File: config.mk
export PLATFORM = sky130hd
export DESIGN_NAME = lnkdma_channel
export DESIGN_NICKNAME = d
export VERILOG_FILES = /design/src/rtl/lnkdma_pkg.sv /design/src/rtl/lnkdma_datapath.sv /design/src/rtl/lnkdma_control.sv /design/src/rtl/lnkdma_channel.sv
export SDC_FILE = /design/constraint.sdc
export NUM_CORES = 1
export LEC_CHECK = 0
export ABC_AREA = 1
export CAP_MARGIN = 40
export CORE_MARGIN = 1.5
export CORE_UTILIZATION = 69
export DETAILED_ROUTE_END_ITERATION = 12
export DONT_BUFFER_PORTS = 1
export GPL_TIMING_DRIVEN = 0
export PLACE_DENSITY_LB_ADDON = 0.05
export SETUP_SLACK_MARGIN = 0.4
export SLEW_MARGIN = 25
export SYNTH_ARGS = -nofsm -noshare
export SYNTH_HDL_FRONTEND = slang
export SYNTH_SLANG_ARGS = --single-unit
File: constraint.sdc
create_clock -name clk -period 4.9 [get_ports clk]
set_input_delay 0.98 -clock clk [delete_from_list [all_inputs] [get_ports clk]]
set_output_delay 0.98 -clock clk [all_outputs]
set_load 0.03 [all_outputs]
File: src/rtl/lnkdma_pkg.sv
package lnkdma_pkg;
  typedef enum logic [1:0] {
    ST_IDLE   = 2'd0,
    ST_DESC   = 2'd1,
    ST_WAIT   = 2'd2,
    ST_ACCESS = 2'd3
  } chanState_e;

  localparam logic [1:0] MODE_OFF    = 2'd0;
  localparam logic [1:0] MODE_LINKED = 2'd1;
  localparam logic [1:0] MODE_SINGLE = 2'd2;

  localparam logic [1:0] WCODE_1B = 2'b11;
  localparam logic [1:0] WCODE_2B = 2'b10;
  localparam logic [1:0] WCODE_4B = 2'b00;

  localparam int DW_DEV  = 0;
  localparam int DW_MEM  = 1;
  localparam int DW_SIZE = 2;
  localparam int DW_NEXT = 3;

  typedef struct packed {
    logic       loadRegs;
    logic       fetchInitReg;
    logic       fetchInitChain;
    logic       fetchCapture;
    logic [1:0] fetchIdx;
    logic       initCount;
    logic       readCapture;
    logic       stepElem;
    logic       fetchSel;
    logic       writePhase;
    logic       dirToDev;
  } dpCtl_t;
endpackage

File: src/rtl/lnkdma_datapath.sv
module lnkdma_datapath
  import lnkdma_pkg::*;
#(
  parameter int WORD_W = 32,
  parameter int CNT_W  = 12
) (
  input  logic              clk,
  input  logic              rstN,
  input  logic              regWrEn,
  input  logic [1:0]        regWrSel,
  input  logic [WORD_W-1:0] regWrData,
  input  dpCtl_t            ctl,
  input  logic [WORD_W-1:0] busRdata,
  output logic [WORD_W-1:0] busAddr,
  output logic [WORD_W-1:0] busWdata,
  output logic [1:0]        busWidth,
  output logic              descValid,
  output logic              isFollow,
  output logic              irqFlag,
  output logic              countZero,
  output logic              lastElem
);
  localparam int NWORDS = 4;
  localparam logic [CNT_W-1:0] LIMIT_NARROW = CNT_W'(12'h3FF);
  localparam logic [CNT_W-1:0] LIMIT_WIDE   = CNT_W'(12'h7FF);

  logic [WORD_W-1:0] regBank [NWORDS];
  logic [WORD_W-1:0] wDesc   [NWORDS];
  logic [WORD_W-1:0] fetchPtr, dataHold, elemMask, widthBytes;
  logic [CNT_W-1:0]  countLeft, sizeCount, countLimit;
  logic [1:0]        widthCode, widthEnc;
  logic              memSide;

  always_ff @(posedge clk) begin
    if (!rstN) begin
      for (int i = 0; i < NWORDS; i++) regBank[i] <= '0;
    end else if (regWrEn) begin
      regBank[regWrSel] <= regWrData;
    end
  end

  assign widthCode = wDesc[DW_SIZE][13:12];
  assign sizeCount = wDesc[DW_SIZE][CNT_W-1:0];

  always_comb begin
    unique case (widthCode)
      WCODE_1B: begin widthBytes = WORD_W'(1); elemMask = WORD_W'(32'hFF);   widthEnc = 2'd0; end
      WCODE_2B: begin widthBytes = WORD_W'(2); elemMask = WORD_W'(32'hFFFF); widthEnc = 2'd1; end
      default:  begin widthBytes = WORD_W'(4); elemMask = '1;                widthEnc = 2'd2; end
    endcase
    countLimit = (widthCode == WCODE_4B) ? LIMIT_WIDE : LIMIT_NARROW;
  end

  assign descValid = (widthCode != 2'b01) && (sizeCount <= countLimit);
  assign countZero = (sizeCount == '0);
  assign lastElem  = (countLeft == CNT_W'(1));
  assign isFollow  = wDesc[DW_NEXT][1];
  assign irqFlag   = wDesc[DW_NEXT][0];

  always_ff @(posedge clk) begin
    if (!rstN) begin
      for (int i = 0; i < NWORDS; i++) wDesc[i] <= '0;
      fetchPtr  <= '0;
      countLeft <= '0;
      dataHold  <= '0;
    end else begin
      if (ctl.loadRegs)
        for (int i = 0; i < NWORDS; i++) wDesc[i] <= regBank[i];
      if (ctl.fetchCapture) wDesc[ctl.fetchIdx] <= busRdata;
      if (ctl.fetchInitReg)   fetchPtr <= {regBank[DW_NEXT][WORD_W-1:2], 2'b00};
      if (ctl.fetchInitChain) fetchPtr <= {wDesc[DW_NEXT][WORD_W-1:2], 2'b00};
      if (ctl.initCount)   countLeft <= sizeCount;
      if (ctl.readCapture) dataHold  <= busRdata & elemMask;
      if (ctl.stepElem) begin
        countLeft      <= countLeft - CNT_W'(1);
        wDesc[DW_MEM]  <= wDesc[DW_MEM] + widthBytes;
      end
    end
  end

  // memory side is the source when copying toward the device
  assign memSide  = ctl.dirToDev ^ ctl.writePhase;
  assign busAddr  = ctl.fetchSel ? (fetchPtr + {{(WORD_W-4){1'b0}}, ctl.fetchIdx, 2'b00})
                                 : (memSide ? wDesc[DW_MEM] : wDesc[DW_DEV]);
  assign busWidth = ctl.fetchSel ? 2'd2 : widthEnc;
  assign busWdata = dataHold;

  assert_no_underflow_R10: assert property (@(posedge clk) disable iff (!rstN)
    ctl.stepElem |-> (countLeft != '0));
  assert_dev_fixed_R7: assert property (@(posedge clk) disable iff (!rstN)
    ctl.stepElem |=> $stable(wDesc[DW_DEV]));
  assert_mem_advance_R7: assert property (@(posedge clk) disable iff (!rstN)
    ctl.stepElem |=> (wDesc[DW_MEM] - $past(wDesc[DW_MEM]) == $past(widthBytes)));
endmodule

File: src/rtl/lnkdma_control.sv
module lnkdma_control
  import lnkdma_pkg::*;
(
  input  logic       clk,
  input  logic       rstN,
  input  logic [1:0] chanMode,
  input  logic       chanDirToDev,
  input  logic       startReq,
  input  logic       busAck,
  input  logic       descValid,
  input  logic       isFollow,
  input  logic       irqFlag,
  input  logic       countZero,
  input  logic       lastElem,
  output dpCtl_t     ctl,
  output logic       busReq,
  output logic       busWe,
  output logic [1:0] chanState,
  output logic       doneP,
  output logic       irqP,
  output logic       errP
);
  chanState_e state;
  logic [1:0] fetchIdx;
  logic       writePhase, dirQ, descDone, active;

  assign active = (chanMode != MODE_OFF);
  assign busReq = (state == ST_DESC) || (state == ST_ACCESS);
  assign busWe  = (state == ST_ACCESS) && writePhase;
  assign chanState = state;

  assign descDone = ((state == ST_WAIT) && descValid && countZero) ||
                    ((state == ST_ACCESS) && busAck && writePhase && lastElem);

  always_comb begin
    ctl = '0;
    ctl.loadRegs       = (state == ST_IDLE) && startReq && (chanMode == MODE_SINGLE);
    ctl.fetchInitReg   = (state == ST_IDLE) && startReq && (chanMode == MODE_LINKED);
    ctl.fetchInitChain = descDone && isFollow;
    ctl.fetchCapture   = (state == ST_DESC) && busAck && active;
    ctl.fetchIdx       = fetchIdx;
    ctl.initCount      = (state == ST_WAIT) && descValid && !countZero;
    ctl.readCapture    = (state == ST_ACCESS) && busAck && !writePhase && active;
    ctl.stepElem       = (state == ST_ACCESS) && busAck && writePhase && active;
    ctl.fetchSel       = (state == ST_DESC);
    ctl.writePhase     = writePhase;
    ctl.dirToDev       = dirQ;
  end

  always_ff @(posedge clk) begin
    if (!rstN) begin
      state <= ST_IDLE; fetchIdx <= '0; writePhase <= 1'b0; dirQ <= 1'b0;
      doneP <= 1'b0; irqP <= 1'b0; errP <= 1'b0;
    end else begin
      doneP <= 1'b0; irqP <= 1'b0; errP <= 1'b0;
      if (!active) begin
        state <= ST_IDLE;
        writePhase <= 1'b0;
      end else begin
        unique case (state)
          ST_IDLE: begin
            if (startReq && chanMode == MODE_LINKED) begin
              state <= ST_DESC; fetchIdx <= '0; dirQ <= chanDirToDev;
            end else if (startReq && chanMode == MODE_SINGLE) begin
              state <= ST_WAIT; dirQ <= chanDirToDev;
            end
          end
          ST_DESC: if (busAck) begin
            if (fetchIdx == 2'd3) state <= ST_WAIT;
            fetchIdx <= fetchIdx + 2'd1;
          end
          ST_WAIT: begin
            if (!descValid) begin
              errP <= 1'b1; state <= ST_IDLE;
            end else if (!countZero) begin
              state <= ST_ACCESS; writePhase <= 1'b0;
            end
          end
          ST_ACCESS: if (busAck) writePhase <= !writePhase;
        endcase
        if (descDone) begin
          irqP <= irqFlag;
          if (isFollow) begin
            state <= ST_DESC; fetchIdx <= '0;
          end else begin
            doneP <= 1'b1; state <= ST_IDLE;
          end
        end
      end
    end
  end

  assert_abort_idle_R9: assert property (@(posedge clk) disable iff (!rstN)
    (chanMode == MODE_OFF) |=> (state == ST_IDLE));
  assert_start_taken_R8: assert property (@(posedge clk) disable iff (!rstN)
    (state == ST_IDLE && startReq && (chanMode == MODE_LINKED || chanMode == MODE_SINGLE))
      |=> (state != ST_IDLE));
  assert_err_quiet_R5: assert property (@(posedge clk) disable iff (!rstN)
    errP |-> !$past(busReq));
  assert_pulse_excl_R10: assert property (@(posedge clk) disable iff (!rstN)
    !(doneP && errP));
endmodule

File: src/rtl/lnkdma_channel.sv
module lnkdma_channel
  import lnkdma_pkg::*;
#(
  parameter int WORD_W = 32,
  parameter int CNT_W  = 12
) (
  input  logic              clk,
  input  logic              rstN,
  input  logic              regWrEn,
  input  logic [1:0]        regWrSel,
  input  logic [WORD_W-1:0] regWrData,
  input  logic [1:0]        chanMode,
  input  logic              chanDirToDev,
  input  logic              startReq,
  output logic              busReq,
  output logic              busWe,
  output logic [WORD_W-1:0] busAddr,
  output logic [1:0]        busWidth,
  output logic [WORD_W-1:0] busWdata,
  input  logic [WORD_W-1:0] busRdata,
  input  logic              busAck,
  output logic [1:0]        chanState,
  output logic              doneP,
  output logic              irqP,
  output logic              errP
);
  dpCtl_t ctl;
  logic descValid, isFollow, irqFlag, countZero, lastElem;

  lnkdma_control u_ctrl (
    .clk(clk), .rstN(rstN), .chanMode(chanMode), .chanDirToDev(chanDirToDev),
    .startReq(startReq), .busAck(busAck), .descValid(descValid), .isFollow(isFollow),
    .irqFlag(irqFlag), .countZero(countZero), .lastElem(lastElem), .ctl(ctl),
    .busReq(busReq), .busWe(busWe), .chanState(chanState),
    .doneP(doneP), .irqP(irqP), .errP(errP)
  );

  lnkdma_datapath #(.WORD_W(WORD_W), .CNT_W(CNT_W)) u_dp (
    .clk(clk), .rstN(rstN), .regWrEn(regWrEn), .regWrSel(regWrSel),
    .regWrData(regWrData), .ctl(ctl), .busRdata(busRdata), .busAddr(busAddr),
    .busWdata(busWdata), .busWidth(busWidth), .descValid(descValid),
    .isFollow(isFollow), .irqFlag(irqFlag), .countZero(countZero), .lastElem(lastElem)
  );

  assert_req_hold_R11: assert property (@(posedge clk) disable iff (!rstN)
    (busReq && !busAck && chanMode != 2'd0) |=> (busReq && $stable(busAddr) && $stable(busWe)));
endmodule

==> results of run 1 <==
## cell usage after synthesis (all sizes together)
library cell | count | area share, %
nor2 | 393 | 9.6
nand2 | 337 | 8.2
inv | 222 | 5.4
edfxtp | 220 | 42
nand3 | 178 | 5.7
o21ai | 127 | 4.1
dfxtp | 83 | 11
a21oi | 63 | 2.0
clkbuf | 48 | 1.2
buf | 42 | 1.6
o22ai | 38 | 1.5
nor3 | 34 | 1.1
a31oi | 27 | 1.1
nand4 | 18 | 0.72
xor2 | 18 | 1.0
ha | 16 | 1.3
o211ai | 12 | 0.58
or2 | 6 | 0.24
o31ai | 5 | 0.24
nor4 | 4 | 0.16
o21bai | 4 | 0.27
a21boi | 3 | 0.14
a211oi | 2 | 0.097
fa | 2 | 0.26
nand3b | 2 | 0.097
o21a | 2 | 0.097
and2 | 1 | 0.040
mux2i | 1 | 0.064
nor3b | 1 | 0.048
xnor2 | 1 | 0.056
## cell type report
class	instances	area share, %
Timing Repair Buffer	10	0.557
Clock inverter	19	1.28
Inverter	222	4.88
Clock buffer	37	4.73
Sequential cell	303	48.4
Buffer	90	2.49
Multi-Input combinational cell	1295	35.6
Tap cell	280	2.05
## worst max-delay path: cells and delay by family, from the launching register on
family | cells | cell delay, ns
XOR/XNOR | 1 | 0.22
AO/OA/AOI/OAI | 1 | 0.63
flip-flops | 1 | 0.39
AND/OR/NAND/NOR | 4 | 0.63
buffers and inverters | 3 | 0.25
adder cells (fa/ha/maj) | 2 | 0.68
## cell families after synthesis
family,count (synthesis)
compound gates,283
xor+xnor,19
fa+ha+maj,18
buf+inv,312
flops,303
mux,1
simple gates,974
## per-layer routing
metal	wire length, µm	track usage [%]	vias to the layer above
met2	22400	68.1	1218
met5	0	0	-
li1	-	-	6439
met4	2140	14.4	0
met3	8260	11.2	169
met1	18900	61.3	6688
## what timing repair did
item	4_1_cts	5_1_grt
resized for setup	1	8
setup endpoints to repair	4	11
hold endpoints to repair	0	0
setup buffers	0	0
## state kept, by name, indices dropped and copies added (netlist names)
| name | flops |
|---|---|
| u_ctrl.doneP | 1 |
| u_dp.countLeft | 12 |
| u_ctrl.errP | 1 |
| u_ctrl.writePhase | 1 |
| u_ctrl.fetchIdx | 2 |
| u_dp.regBank | 110 |
| u_ctrl.dirQ | 1 |
| u_dp.busWdata | 32 |
| u_ctrl.irqP | 1 |
| u_dp.wDesc | 110 |
| u_ctrl.chanState | 2 |
| u_dp.fetchPtr | 30 |
## stage by stage
step                worst slack (ns)  util (%)
finish                         0.547      77.7
global route                   0.470      77.7
CTS                            0.481      77.5
detailed placement             0.771      72.8
global placement               0.356      72.4
floorplan                       1.63         -
## layout by cell type, fill, tap and decap left out, drive strengths merged, types with 5 or more instances in the layout
cell      Yosys  layout
inv         222     223
edfxtp      220     220
o22ai        38      38
nand2       337     337
ha           16      16
or2           6       6
nand4        18      18
a31oi        27      27
clkinv        0       9
nand3       178     178
clkinvlp      0       5
nor2        393     393
nor3         34      34
o211ai       12      12
clkbuf       48      85
buf          42      52
o21ai       127     127
o31ai         5       5
dfxtp        83      83
a21oi        63      63
xor2         18      18
## worst paths after layout
check,to,slack (ns),cells after the start
setup / recovery,busAddr[18],0.55,11
setup reg to reg,u_dp.wDesc[1][19],1.61,8
hold / removal,u_ctrl.dirQ,0.49,2
hold reg to reg,u_ctrl.dirQ,0.49,2
## power groups by stage
stage	combinational [W]	clock, W	sequential, W
after floorplan	0.00129	0	0.00318
after global placement	0.00169	0	0.00324
after detailed placement	0.00178	0	0.00325
after CTS	0.00180	0.00239	0.00320
after global routing	0.00200	0.00248	0.00323
final	0.00189	0.00242	0.00321
==> flow_summary.ini, run 1 <==
[placed_design]
dpl.cell_count = 2199
dpl_cell_area_um2 = 16000
dp_hpwl_um = 39400
port_buffers = 0
gp_congestion = 1.01

[floorplan]
dieArea_um2 = 23400
num_io_pins = 147
rows = 54
initial_core_util_pct = 70.8
core-area_um2 = 22000
die_y_um = 153
die_x_um = 153

[clock_network]
cts_tree = done
clk_pin_slew_worst_paths_ns = 0.06
numCtsBuffers = 30
clock_latency_ns = 0.58
clockBufferDepth = 3
h-tree-depth = 1
clkSinkCount = 303
ctsRootBufferMaster = clkbuf_16
cts-hold-fix-buffers = 0

[power]
finalPower_w = 0.00752
p_per_area_nw_per_um2 = 441
combPwrFrac_pct = 25.1
seqPwrFrac_pct = 42.7
net-switching-power_w = 0.00269
ir_drop_mv = 0.387
p_int_w = 0.00482
power.share.clock_pct = 32.2
switching_share_pct = 35.8
power.leakage_nw = 6.80

[synth]
yosysWarnings = 0
seq_area_frac_synth_pct = 53.2
synth.area.mux_share_pct = 0.0644
synth_top_family_by_area = simple AND/OR/NAND/NOR gates
syn_inst = 1910
syn_nets = 2002
syn-cell-area_um2 = 15600
synth_xor_area_share_pct = 1.07
synthSimpleGateAreaFrac_pct = 25.9
synth.distinct_cells = 39
syn_area_per_cell_um2 = 8.14
synthAdderAreaFrac_pct = 1.54
ys_seq_elements = 303
synth-compound-area-share_pct = 10.2

[sta]
period_minus_slack_ns = 4.35
fin_crit_sh_pct = 88.8
rsz0062_at_grt = no
slew_headroom_pct = 37.3
finalHoldViolCount = 0
setup_viol = 0
fin_setup_tns_ns = 0
max_freq_mhz = 230
whs_ns = 0.487
worst_pin_slew_ns = 0.935
fin_skew_ns = 0.0237
drv_slew = 0

[worst_setup_path]
path_max_fanout = 4
end_kind = output pin
required_ns = 3.92
cp-start-kind = flip-flop
crit_type = flip-flop to output pin
cpMaxStageDelayCell = o22ai_1
slowest_delay_ns = 0.63
cp.arrival_ns = 3.37
r2r-start = u_ctrl.chanState[1]
crit_start = u_ctrl.fetchIdx[0]
path_cells = ha_1 > inv_1 > fa_1 > inv_1 > nand2_1 > nor2_1 > inv_1 > nor2_1 > nand3_1 > xor2_1 > o22ai_1
crit_top_cell = inv_1

[run_status]
violations = DRC
status = finished with violations

[worst_hold_path]
hold_path_class = flip-flop to flip-flop
min_from = u_ctrl.dirQ

[global_route]
antenna_found_initial = 0
grt_use_total_pct = 44.1
grt_max_degree = 33
grt_pass1_vias = 13600
grt-ovfl-total = 0
grt_pass1_wl_um = 77600

[cells_and_area]
postLayoutCellArea_um2 = 17100
drive_gt1_share_pct = 6.28
multi_input_area_um2 = 6070
fin_cells = 2256
syn_to_final_growth_pct = 9.74
diodes = 0
regArea_um2 = 8270
fillers = 1523
nets = 2044

[route]
dr.pass1.iters = 10
wirelength_um = 51700
route.detailed.drc = 6
antenna_left = 0
avgViaCountPerCell = 6.43
first_iter_violations = 2441
vias = 14500
routedWlPerCell_um = 22.9

[flow_run]
cap_violations = 0
No activity file was read; power rests on OpenSTA's default activity.
==> inputs of run 2 (changes only) <==
ABC_AREA = 0   (was 1)
==> run 2 against run 1 <==
The flow now finishes without violations. Clock power grew 2%. Via count decreased by 12%. Count of clock-buffer cells in the layout up 6. Sequential share of layout area barely moved. Clock skew grew 0.0037 ns. Worst hold slack got worse by 0.022 ns. Area after synthesis decreased by 1.1%. First-iteration DRC count decreased by 31%. Sequential power decreased by 2%. Worst setup slack worse by 0.0013 ns. Synthesized cell count shrank 20%. Critical path type unchanged.
==> flow_summary.ini, run 2 <==
[run_status]
status = finished, final reports clean

[power]
p_per_area_nw_per_um2 = 410
power.leakage_nw = 6.04
ir_drop_mv = 0.369

[route]
vias = 12700
first_iter_violations = 1683
routedWlPerCell_um = 25.1
wirelength_um = 47400
route.detailed.drc = 0
antenna_left = 0
dr.pass1.iters = 6
avgViaCountPerCell = 6.76

[synth]
synth.most_common_cell = nand2_1
syn_inst = 1530
synth_top_family_by_area = simple AND/OR/NAND/NOR gates
syn_area_per_cell_um2 = 10.0
synth-edff-count = 220
synth.distinct_cells = 65
synth_largest_area_cell = edfxtp_1
synth_area_leaders = edfxtp_1, dfxtp_1, nand2_1
synth.area.mux_share_pct = 5.47
syn-cell-area_um2 = 15400
synth_top_area_share_pct = 43.0
synthAdderAreaFrac_pct = 1.56
yosysWarnings = 0
ys_seq_elements = 303
synthSimpleGateAreaFrac_pct = 22.0
syn_nets = 1622
synth-compound-area-share_pct = 11.3
async_flop_share_pct = 0
seq_area_frac_synth_pct = 53.8
synth_top_flop_cell = edfxtp_1
synth_xor_area_share_pct = 2.91
synth_common_cells = nand2_1, edfxtp_1, o21ai_0

[floorplan]
dieArea_um2 = 23200
core-area_um2 = 21800
die_y_um = 152
num_io_pins = 147
rows = 54
initial_core_util_pct = 70.5
die_x_um = 152

[sta]
drv_slew = 0
rsz0062_at_grt = no
finalHoldViolCount = 0
period_minus_slack_ns = 4.35
max_freq_mhz = 230
slew_headroom_pct = 42.4
worst_pin_slew_ns = 0.863
fin_setup_tns_ns = 0
fin_crit_sh_pct = 88.9
fin_skew_ns = 0.0274
setup_viol = 0

[placed_design]
port_buffers = 0
dpl.cell_count = 1826
dp_hpwl_um = 33600
gp_congestion = 0.969

[cells_and_area]
drive_gt1_share_pct = 9.90
fillers = 1434
mostFrequentLayoutCell = nand2_1
nets = 1673
fin_cells = 1886
diodes = 0
final_cell_mix = nand2_1, edfxtp_1, o21ai_0
syn_to_final_growth_pct = 11.0

[worst_setup_path]
cp.arrival_ns = 3.37
end_kind = output pin
slowest_delay_ns = 0.76
path_cells = ha_1 > a21oi_1 > nor4b_4 > nand3_2 > or3_1 > a31oi_1
required_ns = 3.92
cpMaxStageDelayCell = nor4b_4
cp-start-kind = flip-flop
crit_type = flip-flop to output pin
path_max_fanout = 8

[global_route]
grt_pass1_wl_um = 71500
antenna_found_initial = 0
grt_pass1_vias = 12300
grt_max_degree = 25
grt-ovfl-total = 0
grt_use_total_pct = 40.5

[clock_network]
clk_pin_slew_worst_paths_ns = 0.06
numCtsBuffers = 31
clock_latency_ns = 0.59
cts-hold-fix-buffers = 0
ctsRootBufferMaster = clkbuf_16
cts_tree = done
clockBufferDepth = 3
clkSinkCount = 303
h-tree-depth = 1

[flow_run]
cap_violations = 0

[worst_hold_path]
hold_path_class = flip-flop to flip-flop
## run 2: cell count changes in the layout (fill, tap and decap cells not counted), sizes merged, moves of 26 or more
cell    previous run  this run
a211oi             2        28
and2               1        87
and3               0        42
clkbuf            85       121
inv              223        13
mux2               0        32
mux2i              1        48
nand3            178        61
nor2             393        45
o22ai             38         0
## run 2: cell type report
| cell class | count | area (µm²) | share of cell area (%) |
|---|---|---|---|
| Clock buffer | 43 | 933 | 5.47 |
| Multi-Input combinational cell | 1114 | 6690 | 39.2 |
| Clock inverter | 15 | 136 | 0.799 |
| Timing Repair Buffer | 18 | 223 | 1.30 |
| Tap cell | 280 | 350 | 2.05 |
| Inverter | 12 | 45.0 | 0.264 |
| Sequential cell | 303 | 8270 | 48.4 |
| Buffer | 101 | 427 | 2.50 |
## run 2: layer usage
layer	vias to the layer above	track usage [%]	share of wire, %
li1	5612	-	-
met1	6049	54.5	37
met2	903	62.5	45
met3	176	8.99	13
met4	0	20.4	5.9
met5	-	0	0
## run 2: worst paths after layout
| kind | start | endpoint | cells after the start | slack [ns] |
|---|---|---|---|---|
| max | u_ctrl.fetchIdx[1] | busAddr[31] | 6 | 0.55 |
| min | u_dp.wDesc[3][0] | u_ctrl.irqP | 1 | 0.47 |
| max reg2reg | u_dp.wDesc[2][13] | u_dp.wDesc[1][26] | 9 | 1.01 |
| min reg2reg | u_dp.wDesc[3][0] | u_ctrl.irqP | 1 | 0.47 |
## run 2: per-stage QoR
stage	power [W]	setup slack (ns)	util, %	instance area [µm²]	hold slack, ns
after detailed placement	0.00451	0.924	73.0	15900	0.459
final	0.00700	0.546	78.2	17100	0.466
after global placement	0.00444	0.662	72.1	15700	0.453
after CTS	0.00692	0.435	78.0	17000	0.467
after global routing	0.00716	0.437	78.2	17100	0.497
after floorplan	0.00412	1.54	-	15400	0.443
## run 2: logic make-up (layout without fill, tap and decap cells)
family                     Yosys count  after routing
AOI/OAI and AO/OA                  287            287
xor gates and xnor gates            51             51
adders and majority gates           18             18
buffers and inverters              113            189
DFF                                303            303
muxes                               80             80
and+or+nand+nor                    678            678
## run 2: what timing repair did
| action | 4_1_cts | 5_1_grt |
|---|---|---|
| resized for setup | 0 | 14 |
| pin swaps | 1 | 1 |
| hold endpoints to repair | 0 | 0 |
| buffers inserted | 1 | 0 |
| setup endpoints to repair | 8 | 21 |
| cloned | 0 | 0 |
## run 2: critical path, delay by kind of cell, from the launching register on
| kind | cells | cell delay [ns] |
|---|---|---|
| DFF | 1 | 0.34 |
| adders and majority gates | 1 | 0.31 |
| and+or+nand+nor | 3 | 1.39 |
| AOI/OAI and AO/OA | 2 | 0.77 |
## run 2: power breakdown
part           leakage (nW)  total (W)  internal, W  switching (W)
combinational          2.61    0.00137     0.000370        0.00100
clock                 0.537    0.00247      0.00143        0.00104
sequential             2.89    0.00316      0.00299       0.000170
total                  6.04    0.00700      0.00479        0.00221
